File: src/rtl/lsu_pkg.sv
// Shared types for the load/store alignment and steering unit.
// Assumes a 64-bit memory word: the largest size code selects eight bytes.
package lsu_pkg;

    typedef enum logic [1:0] {
        SZ_BYTE  = 2'b00,
        SZ_HALF  = 2'b01,
        SZ_WORD  = 2'b10,
        SZ_DWORD = 2'b11
    } acc_size_e;

    // Operand length in bytes for a size code.
    function automatic int size_bytes(acc_size_e s);
        return 1 << s;
    endfunction

endpackage

File: src/rtl/lsu_align_chk.sv
// Natural-alignment detector.
// Flags a request whose byte offset is not a multiple of the operand size.
// Assumes size codes no larger than the offset width allows.
module lsu_align_chk
    import lsu_pkg::*;
#(
    parameter int OFF_W = 3
) (
    input  logic [OFF_W-1:0] offset,
    input  acc_size_e        size,
    output logic             misaligned
);

    logic [OFF_W-1:0] low_mask;

    // Build a mask of the offset bits that must be zero for this size.
    always_comb begin
        for (int b = 0; b < OFF_W; b++) begin
            low_mask[b] = (b < int'(size));
        end
    end

    // Any selected offset bit set means the operand straddles its natural slot.
    assign misaligned = |(offset & low_mask);

endmodule

File: src/rtl/lsu_store_steer.sv
// Store lane steering.
// Places the right-justified operand bytes into memory byte lanes using either
// endian mapping, and raises one byte enable for each byte written.
// Assumes offset+operand length never passes the word end (alignment already checked).
module lsu_store_steer
    import lsu_pkg::*;
#(
    parameter int NBYTES = 8,
    parameter int OFF_W  = 3
) (
    input  logic [OFF_W-1:0]    offset,
    input  acc_size_e           size,
    input  logic                big_endian,
    input  logic                enable,
    input  logic [NBYTES*8-1:0] wdata,
    output logic [NBYTES-1:0]   be,
    output logic [NBYTES*8-1:0] lane_data
);

    // For every lane, pick the operand byte that belongs there.
    always_comb begin
        int               nb;
        int               off;
        logic [OFF_W-1:0] src;
        be        = '0;
        lane_data = '0;
        src       = '0;
        nb        = size_bytes(size);
        off       = int'(offset);
        for (int j = 0; j < NBYTES; j++) begin
            if (j >= off && j < off + nb) begin
                if (big_endian) begin
                    src = OFF_W'(off + nb - 1 - j);
                end else begin
                    src = OFF_W'(j - off);
                end
                be[j]              = enable;
                lane_data[j*8 +: 8] = wdata[src*8 +: 8];
            end
        end
    end

endmodule

File: src/rtl/lsu_load_extract.sv
// Load extraction and extension.
// Gathers the addressed bytes from a memory word into operand order for the
// chosen endianness, then zero- or sign-fills the rest of the result.
// Assumes an aligned request.
module lsu_load_extract
    import lsu_pkg::*;
#(
    parameter int NBYTES = 8,
    parameter int OFF_W  = 3
) (
    input  logic [OFF_W-1:0]    offset,
    input  acc_size_e           size,
    input  logic                big_endian,
    input  logic                sign_ext,
    input  logic [NBYTES*8-1:0] lane_data,
    output logic [NBYTES*8-1:0] result
);

    // Gather operand bytes, then fill the upper bytes from the operand's top bit.
    always_comb begin
        int               nb;
        int               off;
        logic [OFF_W-1:0] src;
        logic             top;
        result = '0;
        src    = '0;
        nb     = size_bytes(size);
        off    = int'(offset);
        for (int k = 0; k < NBYTES; k++) begin
            if (k < nb) begin
                if (big_endian) begin
                    src = OFF_W'(off + nb - 1 - k);
                end else begin
                    src = OFF_W'(off + k);
                end
                result[k*8 +: 8] = lane_data[src*8 +: 8];
            end
        end
        top = sign_ext & result[nb*8 - 1];
        for (int k = 0; k < NBYTES; k++) begin
            if (k >= nb) begin
                result[k*8 +: 8] = {8{top}};
            end
        end
    end

endmodule

File: src/rtl/lsu_align_steer.sv
// Load/store alignment and endian steering unit (top).
// Passes aligned requests to a combinational memory port with lane-steered
// store data and byte enables. Misaligned requests are blocked and reported as
// a trap. Load results are registered and answer one cycle after the request.
// Assumes DATA_W is 64 (size code 3 is a full word) and that mem_rdata carries
// the word at mem_word_addr in the request cycle.
module lsu_align_steer
    import lsu_pkg::*;
#(
    parameter int ADDR_W = 32,
    parameter int DATA_W = 64
) (
    input  logic                         clk,
    input  logic                         rst_n,
    input  logic                         req_valid,
    input  logic [ADDR_W-1:0]            req_addr,
    input  logic [1:0]                   req_size,
    input  logic                         req_store,
    input  logic                         req_signed,
    input  logic                         req_big_endian,
    input  logic [DATA_W-1:0]            req_wdata,
    output logic                         mem_req,
    output logic                         mem_we,
    output logic [ADDR_W-$clog2(DATA_W/8)-1:0] mem_word_addr,
    output logic [DATA_W/8-1:0]          mem_be,
    output logic [DATA_W-1:0]            mem_wdata,
    input  logic [DATA_W-1:0]            mem_rdata,
    output logic                         rsp_valid,
    output logic                         rsp_trap,
    output logic [DATA_W-1:0]            rsp_data
);

    localparam int NBYTES = DATA_W / 8;
    localparam int OFF_W  = $clog2(NBYTES);

    acc_size_e        size_q;
    logic [OFF_W-1:0] offset;
    logic             misaligned;
    logic [DATA_W-1:0] load_value;

    // Decode the request fields used by every sub-block.
    assign size_q = acc_size_e'(req_size);
    assign offset = req_addr[OFF_W-1:0];

    lsu_align_chk #(
        .OFF_W (OFF_W)
    ) u_align (
        .offset     (offset),
        .size       (size_q),
        .misaligned (misaligned)
    );

    // Issue to memory only when the access is legal.
    assign mem_req       = req_valid & ~misaligned;
    assign mem_we        = mem_req & req_store;
    assign mem_word_addr = req_addr[ADDR_W-1:OFF_W];

    lsu_store_steer #(
        .NBYTES (NBYTES),
        .OFF_W  (OFF_W)
    ) u_store (
        .offset     (offset),
        .size       (size_q),
        .big_endian (req_big_endian),
        .enable     (mem_we),
        .wdata      (req_wdata),
        .be         (mem_be),
        .lane_data  (mem_wdata)
    );

    lsu_load_extract #(
        .NBYTES (NBYTES),
        .OFF_W  (OFF_W)
    ) u_load (
        .offset     (offset),
        .size       (size_q),
        .big_endian (req_big_endian),
        .sign_ext   (req_signed),
        .lane_data  (mem_rdata),
        .result     (load_value)
    );

    // Register the response; the result only moves on a legal load.
    always_ff @(posedge clk) begin
        if (!rst_n) begin
            rsp_valid <= 1'b0;
            rsp_trap  <= 1'b0;
            rsp_data  <= '0;
        end else begin
            rsp_valid <= req_valid;
            rsp_trap  <= req_valid & misaligned;
            if (mem_req && !req_store) begin
                rsp_data <= load_value;
            end
        end
    end

endmodule

File: config.mk
export PLATFORM = sky130hd
export DESIGN_NAME = lsu_align_steer
export DESIGN_NICKNAME = d
export VERILOG_FILES = /design/src/rtl/lsu_pkg.sv /design/src/rtl/lsu_align_chk.sv /design/src/rtl/lsu_store_steer.sv /design/src/rtl/lsu_load_extract.sv /design/src/rtl/lsu_align_steer.sv
export SDC_FILE = /design/constraint.sdc
export NUM_CORES = 1
export LEC_CHECK = 0
export ABC_CLOCK_PERIOD_IN_PS = 4100
export BUFFER_PORTS_ARGS = -buffer_cell sky130_fd_sc_hd__buf_2
export CORE_ASPECT_RATIO = 0.9
export CORE_UTILIZATION = 46
export CTS_CLUSTER_DIAMETER = 50
export CTS_CLUSTER_SIZE = 16
export DETAILED_ROUTE_END_ITERATION = 6
export PLACE_DENSITY_LB_ADDON = 0.05
export SLEW_MARGIN = 40
export SYNTH_ARGS = -nofsm -noshare
export SYNTH_HDL_FRONTEND = slang
export SYNTH_SLANG_ARGS = --single-unit
File: constraint.sdc
create_clock -name clk -period 4.1 [get_ports clk]
set_clock_uncertainty 0.1 [all_clocks]
set_input_delay 0.41 -clock clk [delete_from_list [all_inputs] [get_ports clk]]
set_output_delay 0.41 -clock clk [all_outputs]
set_load 0.03 [all_outputs]
==> impl_metrics.py, run 1 <==
metrics = {
    "run_status": {
        "status": "finished, final reports clean",
    },
    "yosys": {
        "ys.flop_type": "dfxtp_1",
        "synth-warning-count": 0,
        "postSynthRegisterBits": 66,
        "netlist_instances": 1125,
        "synth_largest_type_area_fraction_pct": 32.3,
        "net_count_synth": 1307,
        "ys_top_cells_by_area": "mux2i_1 32%, dfxtp_1 15%, nand2_1 6.9%, mux2_2 6.2%, nor2_1 4.8%",
        "netlist_area_um2": 8920,
        "synth.most_common_cell": "mux2i_1",
        "post-synth-top-area-cell": "mux2i_1",
        "number_of_enable_flip_flop_cells_after_synthesis": 0,
        "average_cell_area_after_synthesis_um2": 7.93,
        "async_flop_share_pct": 0,
        "yosys-top-cells-count": "288 x mux2i_1, 163 x nand2_1, 113 x nor2_1, 66 x dfxtp_1, 49 x mux2_2",
        "synth.yosys.seq_area_share_pct": 14.8,
        "synth_cell_types": 61,
    },
    "route": {
        "first_iter_violations": 579,
        "dr.pass1.iters": 5,
        "drcViolationCount": 0,
        "drt.antenna.violating_nets": 0,
        "avgViaCountPerCell": 5.82,
        "drt-total-wl_um": 30100,
        "wl_per_cell_um": 19.0,
        "route.vias.total": 9225,
    },
    "clock_tree": {
        "clock_tree.htree_level_count": 3,
        "cts_root_buf": "clkbuf_16",
        "tritoncts": "built",
        "number_of_buffers_inserted_for_hold_repair_after_clock_tree_synthesis": 0,
        "clock_sinks": 66,
        "reg_clk_slew_reported_paths_ns": 0.06,
        "cts-buffers-inserted": 9,
        "worstSkewPairLatency_ns": 0.33,
        "clockBufferDepth": 2,
    },
    "grt": {
        "antenna_found_initial": 2,
        "first_global_vias": 8351,
        "grt_start_max_net_pins": 99,
        "grt_first_pass_wirelength_um": 45800,
        "grt_use_total_pct": 29.4,
        "gr_ovfl_total": 0,
    },
    "worst_setup_path": {
        "rr_startpoint": "rsp_data[4]$_SDFFE_PN0P_",
        "reg2reg_depth": 1,
        "critical_path_peak_fanout": 24,
        "worst_ep_required_time_ns": 3.59,
        "startpoint_type": "input port",
        "critical_path.endpoint_type": "output port",
        "worst-endpoint-arrival_ns": 3.33,
        "critPathKind": "input port to output port",
        "setup.reg_to_reg.worst_slack_ns": 3.27,
        "critical_path.reg2reg.endpoint": "rsp_data[4]$_SDFFE_PN0P_",
    },
    "floorplan": {
        "rows": 47,
        "placeableCoreArea_um2": 18700,
        "fp.dieArea_um2": 20000,
        "floorplan.initialDensity_pct": 47.7,
        "die_x_um": 149,
        "die_height_um": 134,
        "floorplan.io_pins": 337,
    },
    "cells_and_area": {
        "num-nets-final": 1516,
        "fillers": 1849,
        "final_util_pct": 58.0,
        "drive_above_1_share_pct": 35.4,
        "final-instance-count-excl-fill": 1586,
        "area_growth_syn_to_layout_pct": 21.5,
    },
    "sta": {
        "slew_violations": 0,
        "layout_worst_path_cycle_share_pct": 93.6,
        "fmax_mhz": 261,
        "final-hold-violation-count": 0,
        "final-setup-viol-count": 0,
        "max-slew-margin-rel_pct": 54.4,
        "rsz0062_at_grt": "false",
        "worstMarginPinSlew_ns": 0.682,
        "hold_ws_ns": 0.224,
        "final_period_minus_worst_setup_slack_ns": 3.84,
    },
    "min_path": {
        "holdCritPathClass": "input port to flip-flop",
        "hold_path_startpoint": "req_valid",
        "min_path_cells": 2,
        "min_delay_worst_endpoint": "rsp_valid$_SDFF_PN0_",
    },
    "power": {
        "leakage_uw": 0.00541,
        "ir_drop_mv": 0.219,
        "post-layout-total-power_uw": 3880,
        "power.density_nw_per_um2": 358,
    },
    "run": {
        "max-cap-violations": 0,
    },
    "placed_design": {
        "io_buffer_count": 278,
        "place_inst": 1567,
        "gpl.final_weighted_congestion": 0.864,
        "dp.final_hpwl_um": 23500,
    },
}
## worst max path at each step
| stage | start | end | slack, ns |
|---|---|---|---|
| global route | req_size[0] | mem_wdata[47] | 0.01 |
| CTS | req_size[1] | mem_wdata[31] | 0.17 |
| detailed placement | req_size[1] | rsp_data[51]$_SDFFE_PN0P_ | 0.09 |
| finish | req_size[1] | mem_wdata[31] | 0.26 |
| global placement | req_size[1] | rsp_data[51]$_SDFFE_PN0P_ | 0.16 |
| floorplan | req_size[0] | mem_wdata[25] | -0.11 |
## critical path, stage by stage
cell and delay [ns]:
buf_2 0.14, inv_2 0.12, nand2_1 0.10, xnor2_1 0.15
ha_1 0.31, ha_1 0.35, xnor2_1 0.18, buf_4 0.18
a21o_2 0.24, buf_8 0.20, and2_1 0.14, a211oi_1 0.04
a31oi_1 0.26, nand2_1 0.11, a21oi_2 0.15, clkbuf_4 0.23
## timing repair
item                       CTS  global route
setup endpoints to repair    0            10
hold endpoints to repair     0             0
setup buffers                0             0
gates resized for setup      0             9
## flip-flops by register name, indices dropped and copies added, names as in the netlist
name / cells
rsp_trap: 1
rsp_valid: 1
rsp_data: 64
## cells by family after synthesis
kind of cell | Yosys count | synth area share [%]
AOI/OAI and AO/OA | 208 | 17.5
xor gates and xnor gates | 5 | 0.659
adders and majority gates | 14 | 1.96
buffers and inverters | 129 | 7.54
DFF | 66 | 14.8
muxes | 343 | 39.8
and+or+nand+nor | 360 | 17.7
## per-stage QoR
step	setup TNS [ns]	area, um2	setup slack, ns
2_1_floorplan	-2.46	9030	-0.109
3_3_place_gp	0	10500	0.161
3_5_place_dp	0	10500	0.0950
4_1_cts	0	10800	0.170
5_1_grt	0	10800	0.0112
6_report	0	10800	0.262
## layout by cell type, fill, tap and decap left out, types with 14 or more instances in the layout
cell	synthesis	routed
mux2i_1	288	288
buf_2	28	275
nand2_1	163	162
nor2_1	113	97
dfxtp_1	66	66
a211oi_1	48	48
mux2_2	49	48
and2_1	36	36
a31oi_1	32	32
o21ai_2	30	30
buf_4	33	28
nor2_2	1	16
a21oi_1	32	15
a21oi_2	0	15
ha_1	14	14
## layout make-up
class | count | area [um2] | share of cell area [%]
timing repair buffer | 316 | 1790 | 16.5
antenna | 2 | 5.00 | 0.0462
inverter | 11 | 41.3 | 0.381
multi-input combinational | 930 | 7100 | 65.5
sequential | 66 | 1320 | 12.2
clock buffer | 10 | 229 | 2.11
clock inverter | 6 | 43.8 | 0.404
tap | 245 | 307 | 2.83
## power by group
| part | total, uW | switching (uW) | internal (uW) |
|---|---|---|---|
| Combinational | 2470 | 1500 | 973 |
| Sequential | 687 | 17.2 | 670 |
| Clock | 717 | 307 | 410 |
| Total | 3880 | 1830 | 2050 |
## per-layer routing
layer	wire length (um)	up-vias	GRT usage, %
met5	0	-	0
met4	571	0	7.43
met3	1810	40	5.31
met2	14000	279	47.7
met1	13700	4438	39.8
li1	-	4468	-
Note: power is estimated with default switching activity, not from simulation.
==> run 2, diff against run 1 <==
--- a/config.mk
+++ b/config.mk
@@ -5,10 +5,11 @@
 export SDC_FILE = /design/constraint.sdc
 export NUM_CORES = 1
 export LEC_CHECK = 0
-export ABC_CLOCK_PERIOD_IN_PS = 4100
+export ABC_CLOCK_PERIOD_IN_PS = 3740
 export BUFFER_PORTS_ARGS = -buffer_cell sky130_fd_sc_hd__buf_2
+export CAP_MARGIN = 20
 export CORE_ASPECT_RATIO = 0.9
-export CORE_UTILIZATION = 46
+export CORE_UTILIZATION = 51
 export CTS_CLUSTER_DIAMETER = 50
 export CTS_CLUSTER_SIZE = 16
 export DETAILED_ROUTE_END_ITERATION = 6
==> constraint.sdc (replaced) <==
create_clock -name clk -period 3.74 [get_ports clk]
set_clock_uncertainty 0.1 [all_clocks]
set_input_delay 0.374 -clock clk [delete_from_list [all_inputs] [get_ports clk]]
set_output_delay 0.374 -clock clk [all_outputs]
set_load 0.03 [all_outputs]
==> impl_metrics.py, run 2 (synthesized netlist as in run 1, its figures left out) <==
metrics = {
    "run_status": {
        "status": "finished, final reports clean",
    },
    "placed_design": {
        "io_buffer_count": 278,
        "dpl_cell_area_um2": 10800,
        "dp.final_hpwl_um": 23000,
        "gpl.final_weighted_congestion": 0.921,
    },
    "sta": {
        "layout_worst_path_cycle_share_pct": 96.2,
        "fin_tns_setup_ns": 0,
        "slew_violations": 0,
        "final-hold-violation-count": 0,
        "fmax_mhz": 278,
        "final-setup-viol-count": 0,
        "max-slew-margin-rel_pct": 45.5,
        "worstMarginPinSlew_ns": 0.817,
        "final_period_minus_worst_setup_slack_ns": 3.60,
    },
    "worst_setup_path": {
        "critical_path_peak_fanout": 24,
        "critical_path.n_buffers_inverters": 7,
        "rr_startpoint": "rsp_data[10]$_SDFFE_PN0P_",
        "startpoint_type": "input port",
        "worst-endpoint-arrival_ns": 3.12,
        "worst_path_most_repeated_cell": "buf_4",
        "critPathTopFamily": "buffers and inverters",
        "worst_ep_required_time_ns": 3.27,
        "crit_chain": "buf_2, inv_1, nand2_1, xnor2_1, ha_1, ha_4, buf_4, xnor2_2, buf_4, a21oi_4, buf_4, clkbuf_16, a211oi_1, a31oi_1, mux2i_1, nor2_2, buf_2",
        "setup.reg_to_reg.worst_slack_ns": 2.94,
        "critical_path.startpoint": "req_size[1]",
        "reg2reg_depth": 2,
        "cp_slowest_stage_delay_ns": 0.35,
        "path_depth": 17,
        "critPathKind": "input port to output port",
        "critical_path.reg2reg.endpoint": "rsp_data[10]$_SDFFE_PN0P_",
        "critical_path.endpoint_type": "output port",
        "cp_slowest_cell": "ha_1",
    },
    "floorplan": {
        "floorplan.io_pins": 337,
        "floorplan.initialDensity_pct": 52.5,
        "placeableCoreArea_um2": 17000,
        "rows": 45,
        "fp.dieArea_um2": 18000,
        "die_height_um": 127,
        "die_x_um": 141,
    },
    "clock_tree": {
        "clock_tree.htree_level_count": 3,
        "number_of_buffers_inserted_for_hold_repair_after_clock_tree_synthesis": 0,
        "cts_root_buf": "clkbuf_16",
        "cts-buffers-inserted": 9,
        "tritoncts": "built",
        "reg_clk_slew_reported_paths_ns": 0.06,
        "worstSkewPairLatency_ns": 0.33,
        "clockBufferDepth": 2,
        "clock_sinks": 66,
    },
    "power": {
        "power_switching_share_pct": 44.9,
        "leakage_uw": 0.00561,
        "p_int_uw": 2510,
        "p_seq_share_pct": 16.5,
        "clock_power_share_pct": 21.0,
        "ir_drop_mv": 0.235,
        "combinationalPowerShare_pct": 62.6,
        "power.density_nw_per_um2": 402,
        "switchingPower_uw": 2040,
    },
    "cells_and_area": {
        "max_flop_register": "rsp_data",
        "max_reg_flops": 64,
        "drive_above_1_share_pct": 37.5,
        "reg.largest.list": "rsp_data: 64 flops, rsp_trap: 1 flops, rsp_valid: 1 flops",
        "layout.cells.most_common": "mux2i_1",
        "final_util_pct": 66.6,
        "leading_cell_types_in_the_layout_fill_and_taps_excluded": "288 x mux2i_1, 277 x buf_2, 162 x nand2_1",
        "num-nets-final": 1541,
        "area_growth_syn_to_layout_pct": 26.9,
        "design_area_um2": 11300,
        "fillers": 1542,
    },
    "grt": {
        "first_global_vias": 8097,
        "grt_first_pass_wirelength_um": 44500,
        "grt_use_total_pct": 31.3,
        "antenna_found_initial": 5,
        "grt_start_max_net_pins": 65,
        "gr_ovfl_total": 0,
    },
    "route": {
        "drcViolationCount": 0,
        "avgViaCountPerCell": 5.77,
        "first_iter_violations": 765,
        "dr.pass1.iters": 5,
        "route.vias.total": 9257,
        "drt-total-wl_um": 30000,
        "drt.antenna.violating_nets": 0,
        "wl_per_cell_um": 18.7,
    },
    "run": {
        "max-cap-violations": 0,
    },
    "min_path": {
        "holdCritPathClass": "input port to flip-flop",
        "min_path_cells": 2,
        "min_delay_worst_endpoint": "rsp_valid$_SDFF_PN0_",
        "hold_path_startpoint": "req_valid",
    },
}
[run 2: cell types whose count changed in the layout (fill, tap and decap cells not counted), sizes merged]
cell and delta:
bufinv +2, clkinv -4, diode +3, clkbuf -1, inv +1, buf +27
[run 2: repair_timing]
action	in CTS	in global routing
gates resized for setup	0	6
setup buffers	0	7
endpoints found under the setup margin	0	21
[run 2: worst max path at each step]
stage / to
detailed placement: rsp_data[32]$_SDFFE_PN0P_
floorplan: rsp_data[63]$_SDFFE_PN0P_
global placement: mem_wdata[51]
global route: mem_wdata[45]
finish: mem_wdata[45]
CTS: mem_wdata[51]
[run 2: worst reg2reg max path: cells and delay by family, from the launching register on]
kind             cells  cell delay, ns
AND/OR/NAND/NOR      1            0.05
flip-flops           1            0.33
AO/OA/AOI/OAI        1            0.23
[run 2: metrics by stage]
| stage | setup WS, ns | hold slack (ns) | total power, uW | cells |
|---|---|---|---|---|
| after floorplan | 0.00534 | 0.410 | 2830 | 1125 |
| after global placement | -0.0241 | 0.333 | 3470 | 1573 |
| after detailed placement | -0.0134 | 0.338 | 3500 | 1573 |
| after CTS | 0.0762 | 0.166 | 4460 | 1589 |
| after global routing | -0.00716 | 0.182 | 4780 | 1602 |
| final | 0.142 | 0.172 | 4560 | 1604 |
[run 2: area by class of cell]
| cell class | count | area, um2 | area share, % |
|---|---|---|---|
| flip-flops and latches | 66 | 1320 | 11.7 |
| diodes | 5 | 12.5 | 0.111 |
| clock inverters | 5 | 85.1 | 0.752 |
| repair buffers | 341 | 2060 | 18.2 |
| multi-input cells | 930 | 7250 | 64.1 |
| clock buffers | 11 | 253 | 2.23 |
| inverters | 11 | 41.3 | 0.365 |
| well taps | 235 | 294 | 2.60 |
[run 2: layer usage]
metal	up-vias	track usage [%]	part of all wire [%]
met2	365	47.9	44
met5	-	0	0.057
met1	4328	45.7	47
li1	4516	-	-
met4	2	5.76	1.4
met3	46	5.81	8.2
[run 2: power by group through the flow]
stage | Clock (uW) | Combinational, uW | Sequential [uW]
2_1_floorplan | 0 | 2010 | 824
3_3_place_gp | 0 | 2700 | 765
3_5_place_dp | 0 | 2730 | 765
4_1_cts | 962 | 2750 | 750
5_1_grt | 990 | 3040 | 753
6_report | 955 | 2850 | 751
